--- config.mk ---
export PLATFORM = sky130hd
export DESIGN_NAME = mcie_estimator
export DESIGN_NICKNAME = d
export VERILOG_FILES = /design/src/rtl/mcie_pkg.sv /design/src/rtl/mcie_lfsr.sv /design/src/rtl/mcie_row_draw.sv /design/src/rtl/mcie_weight_step.sv /design/src/rtl/mcie_estimator.sv
export SDC_FILE = /design/constraint.sdc
export NUM_CORES = 1
export LEC_CHECK = 0
export BUFFER_PORTS_ARGS = -buffer_cell sky130_fd_sc_hd__clkbuf_2
export CORE_ASPECT_RATIO = 0.5
export CORE_MARGIN = 4
export CORE_UTILIZATION = 40
export CTS_CLUSTER_DIAMETER = 150
export DETAILED_ROUTE_END_ITERATION = 8
export GPL_TIMING_DRIVEN = 0
export PLACE_DENSITY = 0.57
export SYNTH_ARGS = -nofsm -noshare
export SYNTH_HDL_FRONTEND = slang
export SYNTH_SLANG_ARGS = --single-unit
--- constraint.sdc ---
create_clock -name clk -period 12.35 [get_ports clk]
set_input_delay 0.6175 -clock clk [delete_from_list [all_inputs] [get_ports clk]]
set_output_delay 0.6175 -clock clk [all_outputs]
set_load 0.02 [all_outputs]
--- src/rtl/mcie_pkg.sv ---
package mcie_pkg;

   typedef enum logic [1:0] {
      ST_IDLE = 2'd0,
      ST_RUN  = 2'd1,
      ST_FIN  = 2'd2
   } mcie_state_e;

endpackage

--- src/rtl/mcie_lfsr.sv ---
module mcie_lfsr #(
   parameter int           W        = 16,
   parameter logic [W-1:0] TAP_MASK = 16'hB400,
   parameter logic [W-1:0] SEED     = 16'hACE1
) (
   input  logic         clk,
   input  logic         rst_n,
   input  logic         load_i,
   input  logic         adv_i,
   output logic [W-1:0] nxt_o
);

   if (W < 4) begin : g_bad_width
      $error("mcie_lfsr: W must be at least 4");
   end
   if (SEED == '0) begin : g_bad_seed
      $error("mcie_lfsr: an all-zero seed locks the register");
   end
   if (TAP_MASK[W-1] != 1'b1) begin : g_bad_taps
      $error("mcie_lfsr: the top bit must be a tap");
   end

   logic [W-1:0] st_q;
   logic         fb;

   assign fb    = ^(st_q & TAP_MASK);
   assign nxt_o = {st_q[W-2:0], fb};

   always_ff @(posedge clk or negedge rst_n) begin
      if (!rst_n) begin
         st_q <= SEED;
      end else if (load_i) begin
         st_q <= SEED;
      end else if (adv_i) begin
         st_q <= nxt_o;
      end
   end

endmodule

--- src/rtl/mcie_row_draw.sv ---
module mcie_row_draw #(
   parameter int                            N_ROWS  = 4,
   parameter int                            P_W     = 16,
   parameter int                            IDX_W   = $clog2(N_ROWS),
   parameter logic [N_ROWS*N_ROWS*P_W-1:0] CUM_TAB = '1
) (
   input  logic [IDX_W-1:0] row_i,
   input  logic [P_W-1:0]   u_i,
   output logic [IDX_W-1:0] col_o
);

   localparam int ROW_BITS = N_ROWS * P_W;

   logic [ROW_BITS-1:0] row_thr;
   logic [N_ROWS-1:0]   qual;

   // select the threshold row of the departing state
   always_comb begin
      row_thr = '0;
      for (int r = 0; r < N_ROWS; r++) begin
         if (int'(row_i) == r) begin
            row_thr = CUM_TAB[r*ROW_BITS +: ROW_BITS];
         end
      end
   end

   for (genvar c = 0; c < N_ROWS; c++) begin : g_cmp
      assign qual[c] = (u_i <= row_thr[c*P_W +: P_W]);
   end

   // lowest qualifying column wins; last column if none qualifies
   always_comb begin
      col_o = IDX_W'(N_ROWS - 1);
      for (int c = N_ROWS - 1; c >= 0; c--) begin
         if (qual[c]) begin
            col_o = IDX_W'(c);
         end
      end
   end

endmodule

--- src/rtl/mcie_weight_step.sv ---
module mcie_weight_step #(
   parameter int W_W      = 24,
   parameter int FRAC_W   = 16,
   parameter bit SATURATE = 1'b1
) (
   input  logic [W_W-1:0] w_i,
   input  logic [W_W-1:0] e_i,
   input  logic           neg_i,
   output logic [W_W-1:0] w_o
);

   localparam int PR_W = 2 * W_W + 2;
   localparam logic signed [PR_W-1:0] SAT_HI =
      $signed((PR_W'(1) << (W_W - 1)) - PR_W'(1));
   localparam logic signed [PR_W-1:0] SAT_LO =
      $signed(-(PR_W'(1) << (W_W - 1)));

   if (FRAC_W >= W_W) begin : g_bad_frac
      $error("mcie_weight_step: FRAC_W must be below W_W");
   end

   logic signed [PR_W-1:0] prod;
   logic signed [PR_W-1:0] shr;
   logic signed [PR_W-1:0] sgn;

   assign prod = $signed({{(PR_W-W_W){w_i[W_W-1]}}, w_i})
               * $signed({{(PR_W-W_W){1'b0}}, e_i});
   assign shr  = prod >>> FRAC_W;
   assign sgn  = neg_i ? -shr : shr;

   if (SATURATE) begin : g_sat
      always_comb begin
         if (sgn > SAT_HI) begin
            w_o = SAT_HI[W_W-1:0];
         end else if (sgn < SAT_LO) begin
            w_o = SAT_LO[W_W-1:0];
         end else begin
            w_o = sgn[W_W-1:0];
         end
      end
   end else begin : g_wrap
      assign w_o = sgn[W_W-1:0];
   end

endmodule

--- src/rtl/mcie_estimator.sv ---
module mcie_estimator #(
   parameter int                                N_ROWS    = 4,
   parameter int                                P_W       = 16,
   parameter int                                W_W       = 24,
   parameter int                                FRAC_W    = 16,
   parameter int                                ACC_W     = 40,
   parameter int                                T_W       = 12,
   parameter int                                LOGN_W    = 4,
   parameter bit                                SATURATE  = 1'b1,
   parameter logic [P_W-1:0]                    TAP_MASK  = 16'hB400,
   parameter logic [P_W-1:0]                    LFSR_SEED = 16'hACE1,
   parameter logic [N_ROWS*N_ROWS*P_W-1:0]      CUM_TAB   = {
      16'hFFFF, 16'h1000, 16'h1000, 16'h1000,
      16'hFFFF, 16'h8000, 16'h8000, 16'h8000,
      16'hFFFF, 16'hFFFF, 16'h0000, 16'h0000,
      16'hFFFF, 16'hC000, 16'h8000, 16'h4000},
   parameter logic [N_ROWS*N_ROWS-1:0]          SIGN_TAB  = 16'h1842,
   parameter logic [N_ROWS*W_W-1:0]             ROW_E     = {
      24'h030000, 24'h008000, 24'h018000, 24'h00C000}
) (
   input  logic                       clk,
   input  logic                       rst_n,
   input  logic                       start,
   input  logic [$clog2(N_ROWS)-1:0]  row_i,
   input  logic [$clog2(N_ROWS)-1:0]  col_j,
   input  logic [T_W-1:0]             steps_t,
   input  logic [LOGN_W-1:0]          log2_chains,
   output logic [ACC_W-1:0]           estimate,
   output logic                       done
);

   import mcie_pkg::*;

   localparam int             IDX_W = $clog2(N_ROWS);
   localparam int             CH_W  = 1 << LOGN_W;
   localparam logic [W_W-1:0] ONE   = W_W'(1) << FRAC_W;

   if (N_ROWS < 2) begin : g_bad_rows
      $error("mcie_estimator: N_ROWS must be at least 2");
   end
   if (ACC_W <= W_W) begin : g_bad_acc
      $error("mcie_estimator: ACC_W must exceed W_W");
   end
   if (LOGN_W < 1 || LOGN_W > 5) begin : g_bad_logn
      $error("mcie_estimator: LOGN_W must lie in 1..5");
   end
   if (T_W < 1) begin : g_bad_tw
      $error("mcie_estimator: T_W must be positive");
   end

   mcie_state_e        state_q;
   logic [IDX_W-1:0]   tgt_row_q;
   logic [IDX_W-1:0]   tgt_col_q;
   logic [T_W-1:0]     t_last_q;
   logic [CH_W-1:0]    n_last_q;
   logic [LOGN_W-1:0]  log_n_q;
   logic [IDX_W-1:0]   cur_row_q;
   logic [W_W-1:0]     weight_q;
   logic [T_W-1:0]     step_cnt_q;
   logic [CH_W-1:0]    chain_cnt_q;
   logic signed [ACC_W-1:0] acc_q;

   logic               accept;
   logic               stepping;
   logic [P_W-1:0]     rnd;
   logic [IDX_W-1:0]   draw_col;
   logic [W_W-1:0]     e_row;
   logic               neg_sel;
   logic [W_W-1:0]     w_new;
   logic               hit;
   logic               chain_end;
   logic               run_end;

   assign accept   = start && (state_q == ST_IDLE);
   assign stepping = (state_q == ST_RUN);

   mcie_lfsr #(
      .W        (P_W),
      .TAP_MASK (TAP_MASK),
      .SEED     (LFSR_SEED)
   ) u_lfsr (
      .clk    (clk),
      .rst_n  (rst_n),
      .load_i (accept),
      .adv_i  (stepping),
      .nxt_o  (rnd)
   );

   mcie_row_draw #(
      .N_ROWS  (N_ROWS),
      .P_W     (P_W),
      .IDX_W   (IDX_W),
      .CUM_TAB (CUM_TAB)
   ) u_draw (
      .row_i (cur_row_q),
      .u_i   (rnd),
      .col_o (draw_col)
   );

   assign e_row   = ROW_E[int'(cur_row_q)*W_W +: W_W];
   assign neg_sel = SIGN_TAB[int'(cur_row_q)*N_ROWS + int'(draw_col)];

   mcie_weight_step #(
      .W_W      (W_W),
      .FRAC_W   (FRAC_W),
      .SATURATE (SATURATE)
   ) u_wstep (
      .w_i   (weight_q),
      .e_i   (e_row),
      .neg_i (neg_sel),
      .w_o   (w_new)
   );

   assign hit       = (draw_col == tgt_col_q);
   assign chain_end = (step_cnt_q == t_last_q);
   assign run_end   = chain_end && (chain_cnt_q == n_last_q);

   always_ff @(posedge clk or negedge rst_n) begin
      if (!rst_n) begin
         state_q     <= ST_IDLE;
         tgt_row_q   <= '0;
         tgt_col_q   <= '0;
         t_last_q    <= '0;
         n_last_q    <= '0;
         log_n_q     <= '0;
         cur_row_q   <= '0;
         weight_q    <= '0;
         step_cnt_q  <= '0;
         chain_cnt_q <= '0;
         acc_q       <= '0;
         estimate    <= '0;
         done        <= 1'b0;
      end else begin
         done <= 1'b0;
         unique case (state_q)
            ST_IDLE: begin
               if (start) begin
                  tgt_row_q   <= row_i;
                  tgt_col_q   <= col_j;
                  t_last_q    <= (steps_t == '0) ? '0 : steps_t - T_W'(1);
                  n_last_q    <= ~({CH_W{1'b1}} << log2_chains);
                  log_n_q     <= log2_chains;
                  cur_row_q   <= row_i;
                  weight_q    <= ONE;
                  step_cnt_q  <= '0;
                  chain_cnt_q <= '0;
                  acc_q       <= '0;
                  state_q     <= ST_RUN;
               end
            end
            ST_RUN: begin
               if (hit) begin
                  acc_q <= acc_q + $signed({{(ACC_W-W_W){w_new[W_W-1]}}, w_new});
               end
               if (chain_end) begin
                  step_cnt_q <= '0;
                  cur_row_q  <= tgt_row_q;
                  weight_q   <= ONE;
                  if (run_end) begin
                     state_q <= ST_FIN;
                  end else begin
                     chain_cnt_q <= chain_cnt_q + CH_W'(1);
                  end
               end else begin
                  step_cnt_q <= step_cnt_q + T_W'(1);
                  cur_row_q  <= draw_col;
                  weight_q   <= w_new;
               end
            end
            ST_FIN: begin
               estimate <= acc_q >>> log_n_q;
               done     <= 1'b1;
               state_q  <= ST_IDLE;
            end
            default: state_q <= ST_IDLE;
         endcase
      end
   end

endmodule

# Word level (Yosys, flattened, before mapping)

Memory sizes are Yosys's and may differ from the RTL's.
Index checks and enable logic that the tools add are counted.

Equal/unequal tests: 13
Order comparisons: 6
$add $sub $neg: 6
Shift operators: 3
$mul: 2
Mux-type cells: 36
Bitwise operators: 1
Reduce and logical (&&, ||, !) cells: 13

Operators with widths:

| cell                                                                            | count |
|---|---|
| 48-bit two-way mux                                                              | 4 |
| 24-bit two-way mux                                                              | 4 |
| 96-bit by 8-bit variable part select with 24-bit output (first input constant)  | 1 |
| 16-bit two-way mux                                                              | 5 |
| 40-bit two-way mux                                                              | 2 |
| 40-bit case mux with 2 select lines                                             | 1 |
| 50-bit by 24-bit > comparator with 1-bit output (second input constant)         | 1 |
| 50-bit by 24-bit less-than comparator with 1-bit output (second input constant) | 1 |
| 50-bit two-way mux                                                              | 1 |
| 33-bit negator with 50-bit output                                               | 1 |
| 24-bit by 25-bit multiplier with 49-bit output                                  | 1 |
| 16-bit <= comparator                                                            | 3 |
| 24-bit case mux with 2 select lines                                             | 1 |
| 40-bit by 24-bit adder with 40-bit output                                       | 1 |
| 40-bit by 4-bit >>> shifter with 40-bit output                                  | 1 |
| 12-bit two-way mux                                                              | 3 |
| 16-bit case mux with 2 select lines                                             | 1 |
| 12-bit case mux with 2 select lines                                             | 1 |
| 16-bit by 1-bit adder with 16-bit output (second input constant)                | 1 |
| 16-bit == test                                                                  | 1 |
| 16-bit inverter                                                                 | 1 |
| 16-bit XOR reduction                                                            | 1 |
| 16-bit by 4-bit left shift with 16-bit output (first input constant)            | 1 |
| 2-bit two-way mux                                                               | 7 |
| other kinds (20)                                                                | 35 |

Output and inout bits: 41
Bits of input ports: 23
Logic and storage cells: 95
Memory bits (read-only): 16
Flip-flop bits (word level): 189
Memories kept: 1

Memories:

| name             | words | bits a word | rd ports | clocked after Yosys merged registers in | wr ports | RTL line              | source |
|---|---|---|---|---|---|---|---|
| (name not given) | 16    | 1           | 1        | 0                                       | 0        | mcie_estimator.sv:101 | `assign neg_sel = SIGN_TAB[int'(cur_row_q)*N_ROWS + int'(draw_col)];` |

# Depth between registers and ports, before layout

Gate-level depths: netlist of the first run.

Word-level depth: 20
Depth in mapped cells: 47

# Hierarchy

Synthesis of the first run repeated with hierarchy kept, for this count alone.

Cell total of the unflattened synthesis: 3855
Area, all modules: 33519.6 um2

Modules (own cells, without submodules):

| module           | instances | area each (um2) | cells each |
|---|---|---|---|
| mcie_weight_step | 1         | 21217.8         | 2468 |
| mcie_estimator   | 1         | 10948.0         | 1241 |
| mcie_lfsr        | 1         | 804.5           | 72 |
| mcie_row_draw    | 1         | 549.3           | 74 |

# Least setup slack after synthesis of the first run

Ideal clock, no wire load.

Kind: register to register
Start point: reg cur_row_q[0]
End point: reg acc_q[31]
Setup slack: 1812 ps
Path buffers: 4
Clock period less this slack: 10538 ps
Library setup time: 121 ps
Required time: 12229 ps
Cell stages (with the launch flop): 39
Arrival: 10417 ps
Cell sequence: dfrtp_1 > clkbuf_1 > nor2_1 > clkbuf_1 > nand2_1 > fa_1 > fa_1 > inv_1 > ha_1 > ha_1 > fa_1 > fa_1 > ha_1 > ha_1 > buf_4 > a21oi_1 > o21a_1 > o21ai_1 > (+3 left out) > nand4_1 > o41ai_1 > xnor2_1 > o21ai_1 > o41ai_4 > clkbuf_1 > o21ai_0 > ha_1 > o21a_1 > a2111oi_0 > o31ai_1 > o31ai_1 > o31ai_1 > a21o_1 > or3_1 > o41ai_1 > o21ai_0 > a22o_1

Cells in the longest elaborated chain, start to end: 20
Elaborated cells on any way between the ends: 33
Classes of those cells: 3 x add/sub; 2 x mul; 5 x order compare; 5 x eq/ne; 1 x shift; 14 x mux; 2 x reduce/logical; 1 x memory

RTL lines:

| element                                                                                    | RTL line              | source |
|---|---|---|
| start: declaration                                                                         | mcie_estimator.sv:57  | `logic [IDX_W-1:0] cur_row_q;` |
| start signal: assignment                                                                   | mcie_estimator.sv:143 | `cur_row_q <= row_i;` |
| start signal: assignment                                                                   | mcie_estimator.sv:157 | `cur_row_q <= tgt_row_q;` |
| start signal: assignment                                                                   | mcie_estimator.sv:166 | `cur_row_q <= draw_col;` |
| parallel branches: the longest is 20 deep, another holds 33-bit negator with 50-bit output | -                     |  |
| end signal: assignment                                                                     | mcie_estimator.sv:153 | `acc_q <= acc_q + $signed({{(ACC_W-W_W){w_new[W_W-1]}}, w_new});` |
| end: declaration                                                                           | mcie_estimator.sv:61  | `logic signed [ACC_W-1:0] acc_q;` |

Several ways; the timed one is not identified. The select of a mux whose other input is x is not followed.
A chain may end at the register's enable or synchronous reset.

# Worst setup path after layout of the first run

Start point: reg cur_row_q[0]
End point: reg acc_q[36]

Same word-level chain as after synthesis.

==> out/metrics.csv, run 1 <==
metric;value;unit
multi_input_area;13600;um2
first_pass_iters;5;
outcome;finished, final reports clean;
synth_area_leaders;dfrtp_1 23%, ha_1 15%, fa_1 6.0%;
synth_edf_count;0;
cp-start-kind;register;
fin_skew;18.8;ps
grt_pass1_vias;16000;
via_per_inst;5.57;
grt_use_total;21.2;%
synth_fp_nets;2577;
grt_max_degree;99;
dieArea;51900;um2
cts_tree;built;
die_w;318;um
hold_viol;0;
area_growth;10.1;%
drive_gt1_share;9.65;%
max_slew_margin;30.6;%
syn_inst;2270;
num_rows;56;
synth.cell_area;19200;um2
holdWs;227;ps
stdcell_area;21200;um2
place.gp.congestion;0.954;
initialDrtViolationCount;1193;
nets;2667;
synth_ff_type;dfrtp_1;
wirelength;55.5;mm
drc;0;
layout_common_cells;305 x nand2_1, 226 x ha_1, 192 x o21ai_0;
place_area;20400;um2
worstSetupPathType;register to register;
crit_path_frequent_cell;ha_1;
clockBufferDepth;2;
core_area;47200;um2
num_vias;16800;
crit_fanout;10;
max_slew.worst_pin.slew;1040;ps
dp_hpwl;44.0;mm
setup_viol;0;
setup.worst_path.start;cur_row_q[0];
cts_max_level;4;
io_buffers;61;
cts_made_buffers;17;
synth_seq_cells;187;
yosysUniqueCellTypes;95;
netlist.area_leader.share;23.3;%
cts-root-buf;clkbuf_16;
required;12700;ps
clock_latency;470;ps
regArea;4690;um2
cp.arrival;12090;ps
ys_async_sr_fraction;100;%
overflow;0;
yosys_warnings;0;
final_common_cell;nand2_1;
yosysTopAreaCell;dfrtp_1;
clk_pin_slew;90;ps
grt_first_pass_wirelength;88.6;mm
end_kind;register;
fillers;4704;
ant_nets;0;
initial_core_util;40.8;%
fmax;85.2;MHz
io_pins;64;
min_period_over_period;95.1;%
ys_seq_area_share;24.4;%
maxCapViolCount;0;
hold_path_class;input port to async pin;
rsz0062_at_grt;false;
die_height;163;um
avgSynthCellArea;8.47;um2
clock_sinks;187;
maxSlewViolCount;0;
slowest_delay;530;ps
cpMaxStageDelayCell;fa_1;
r2r-start;cur_row_q[0];
wl_per_cell;18.4;um
timing.setup.tns;0;ps
fin_crit;11740;ps
antenna_found_initial;1;
cell type report:
type                    instances  area share (%)
diodes                          1          0.0118
plain buffers                 132            2.72
clock buffers                  20            2.16
clock inverters                12           0.615
inverters                     142            2.54
multi-input cells            1809            64.1
flip-flops and latches        187            22.2
well taps                     638            3.77
repair buffers                 71            1.93
cell families (layout without fill, tap and decap cells):
family	count (synthesis)	after routing	share of synthesized area, %
buffers and inverters	274	377	5.69
adder cells (fa/ha/maj)	284	284	20.7
AO/OA/AOI/OAI	530	530	18.4
AND/OR/NAND/NOR	773	773	19.7
multiplexers	104	104	5.74
XOR/XNOR	118	118	5.37
other	0	1	0
flip-flops	187	187	24.4
state kept, by name, summed over array words and instances, names as in the netlist, 3 cells and up:
name,count
t_last_q,12
step_cnt_q,12
chain_cnt_q,16
u_lfsr.st_q,16
acc_q,40
n_last_q,15
log_n_q,3
weight_q,24
estimate,40
layer usage:
metal / share of wire (%) / GRT usage (%) / vias up
li1: - / - / 8220
met1: 52 / 32.7 / 8090
met2: 40 / 30.5 / 421
met3: 6.8 / 4.06 / 50
met4: 1.5 / 4.88 / 0
met5: 0 / 0 / -
metrics by stage:
step | instances | util [%] | worst slack, ps
detailed placement | 2970 | 43.2 | -1070
CTS | 3004 | 44.6 | 64.4
global route | 3011 | 44.9 | 19.6
global placement | 2969 | 43.1 | -1060
finish | 3012 | 44.9 | 608
floorplan | 2270 | - | 1810
worst max-delay path, delay by kind of cell (launching register included):
family	cells	cell delay, ps
buf+inv	7	1440
xor+xnor	1	170
simple gates	12	3170
flops	1	390
compound gates	14	3020
fa+ha+maj	9	3420
synthesized netlist by cell type (45+ instances only):
master and instances:
a21oi_1 92, and2_1 63, and3_1 45, clkbuf_1 97, dfrtp_1 179, fa_1 58, ha_1 226, inv_1 138
mux2i_1 90, nand2_1 306, nand3_1 69, nor2_1 121, o21ai_0 197, xor2_1 82
repair_timing:
item | in CTS | in global routing
endpoints found under the setup margin | 21 | 18
resized for setup | 11 | 37
pin swaps | 1 | 7
buffers inserted | 2 | 7
hold buffers | 0 | 0
worst paths after layout:
check / endpoint / slack (ps) / depth (start not counted)
min: estimate[27] / 230 / 1
max in group asynchronous: weight_q[23] / 11100 / 2
min reg2reg: estimate[8] / 470 / 2
max: acc_q[36] / 610 / 43
min in group clk: tgt_col_q[0] / 350 / 3
max reg2reg: acc_q[36] / 610 / 43
Power of run 1 is not shown: default switching activity piles up to over one toggle a cycle in this logic, so the estimate is an artifact.
==> run 2, diff against run 1 <==
- CORE_MARGIN: 4 -> unset
- CTS_CLUSTER_SIZE: unset -> 20
- PLACE_DENSITY: 0.57 -> unset
==> out/metrics.csv, run 2 (synthesized netlist as in run 1, its figures left out) <==
metric;value;unit
cts_made_buffers;17;
final_common_cell;nand2_1;
layout_common_cells;305 x nand2_1, 226 x ha_1, 194 x o21ai_0;
wirelength;54.8;mm
clock_sinks;187;
fin_skew;18.3;ps
cts-root-buf;clkbuf_16;
clk_pin_slew;90;ps
drive_gt1_share;9.86;%
antenna_found_initial;0;
holdWs;42.6;ps
maxCapViolCount;0;
overflow;0;
crit_path_frequent_cell;ha_1;
place_area;20400;um2
end_kind;register;
clockBufferDepth;2;
r2r_end;acc_q[39];
dp_hpwl;43.1;mm
rr_worst_depth;42;
crit_fanout;10;
fillers;4677;
cts_max_level;4;
cp-start-kind;register;
grt_pass1_vias;15700;
initialDrtViolationCount;1253;
die_height;157;um
slowest_delay;550;ps
maxSlewViolCount;0;
r2r-start;cur_row_q[0];
initial_core_util;40.8;%
worstSetupPathType;register to register;
core_area;47200;um2
r2r_slack;620;ps
max_slew_margin;23.1;%
die_w;312;um
cpMaxStageDelayCell;fa_1;
clock_latency;470;ps
wl_per_cell;18.2;um
max_slew.worst_pin.slew;1150;ps
nets;2668;
setup.worst_path.start;cur_row_q[0];
cts_tree;built;
num_rows;56;
required;12740;ps
first_pass_iters;5;
fmax;85.2;MHz
hold_viol;0;
rsz0062_at_grt;false;
setup_viol;0;
via_per_inst;5.59;
grt_max_degree;85;
io_pins;64;
area_growth;10.5;%
fin_crit;11730;ps
hold_path_class;input port to async pin;
min_period_over_period;95.0;%
outcome;finished, final reports clean;
num_vias;16800;
cp.arrival;12130;ps
io_buffers;61;
top_regs;acc_q (40), estimate (40), weight_q (24);
ant_nets;0;
drc;0;
critical_path.endpoint;acc_q[39];
stdcell_area;21200;um2
dieArea;49000;um2
cts_hold_buf;0;
grt_use_total;22.4;%
place.gp.congestion;0.907;
grt_first_pass_wirelength;87.5;mm
==> run 2: routing by layer <==
metal / vias to the layer above / GRT usage [%] / wire [um]
li1: 8206 / - / -
met1: 8159 / 34.5 / 28300
met2: 428 / 33.7 / 23000
met3: 36 / 2.85 / 3140
met4: 0 / 3.17 / 461
met5: - / 0 / 0
==> run 2: worst min path at each step <==
stage,start,endpoint
2_1_floorplan,rst_n,acc_q[0]
3_3_place_gp,estimate[8],estimate[8]
3_5_place_dp,estimate[10],estimate[10]
4_1_cts,rst_n,estimate[27]
5_1_grt,rst_n,estimate[16]
6_report,rst_n,estimate[16]
==> run 2: layout make-up <==
type,instances,area [um2],share of cell area [%]
Antenna cell,1,2.50,0.0118
Buffer,132,586,2.76
Clock buffer,17,425,2.00
Clock inverter,15,199,0.936
Inverter,142,537,2.53
Multi-Input combinational cell,1809,13600,63.9
Sequential cell,187,4690,22.1
Tap cell,638,798,3.76
Timing Repair Buffer,72,437,2.06
==> run 2: repair_timing <==
| action | in CTS | in global routing |
|---|---|---|
| setup buffers | 3 | 6 |
| gates resized for setup | 11 | 43 |
| endpoints found under the setup margin | 21 | 18 |
| pin swaps | 1 | 4 |
==> run 2: worst max-delay path, delay by kind of cell, from the launching register on <==
| family | cells | cell delay (ps) |
|---|---|---|
| DFF | 1 | 370 |
| and+or+nand+nor | 9 | 2170 |
| xor gates and xnor gates | 2 | 410 |
| muxes | 2 | 560 |
| buffers and inverters | 8 | 1850 |
| adders and majority gates | 9 | 3340 |
| AOI/OAI and AO/OA | 12 | 2920 |
==> run 2: through the flow <==
stage | TNS [ps] | instances | util [%] | setup slack (ps)
after floorplan | 0 | 2270 | - | 1810
after global placement | -12120 | 2969 | 43.1 | -1040
after detailed placement | -12570 | 2971 | 43.3 | -1010
after CTS | 0 | 3006 | 44.7 | 103
after global routing | 0 | 3012 | 45.0 | 14.2
final | 0 | 3013 | 45.1 | 616
Power of run 2 is left out for the same reason.
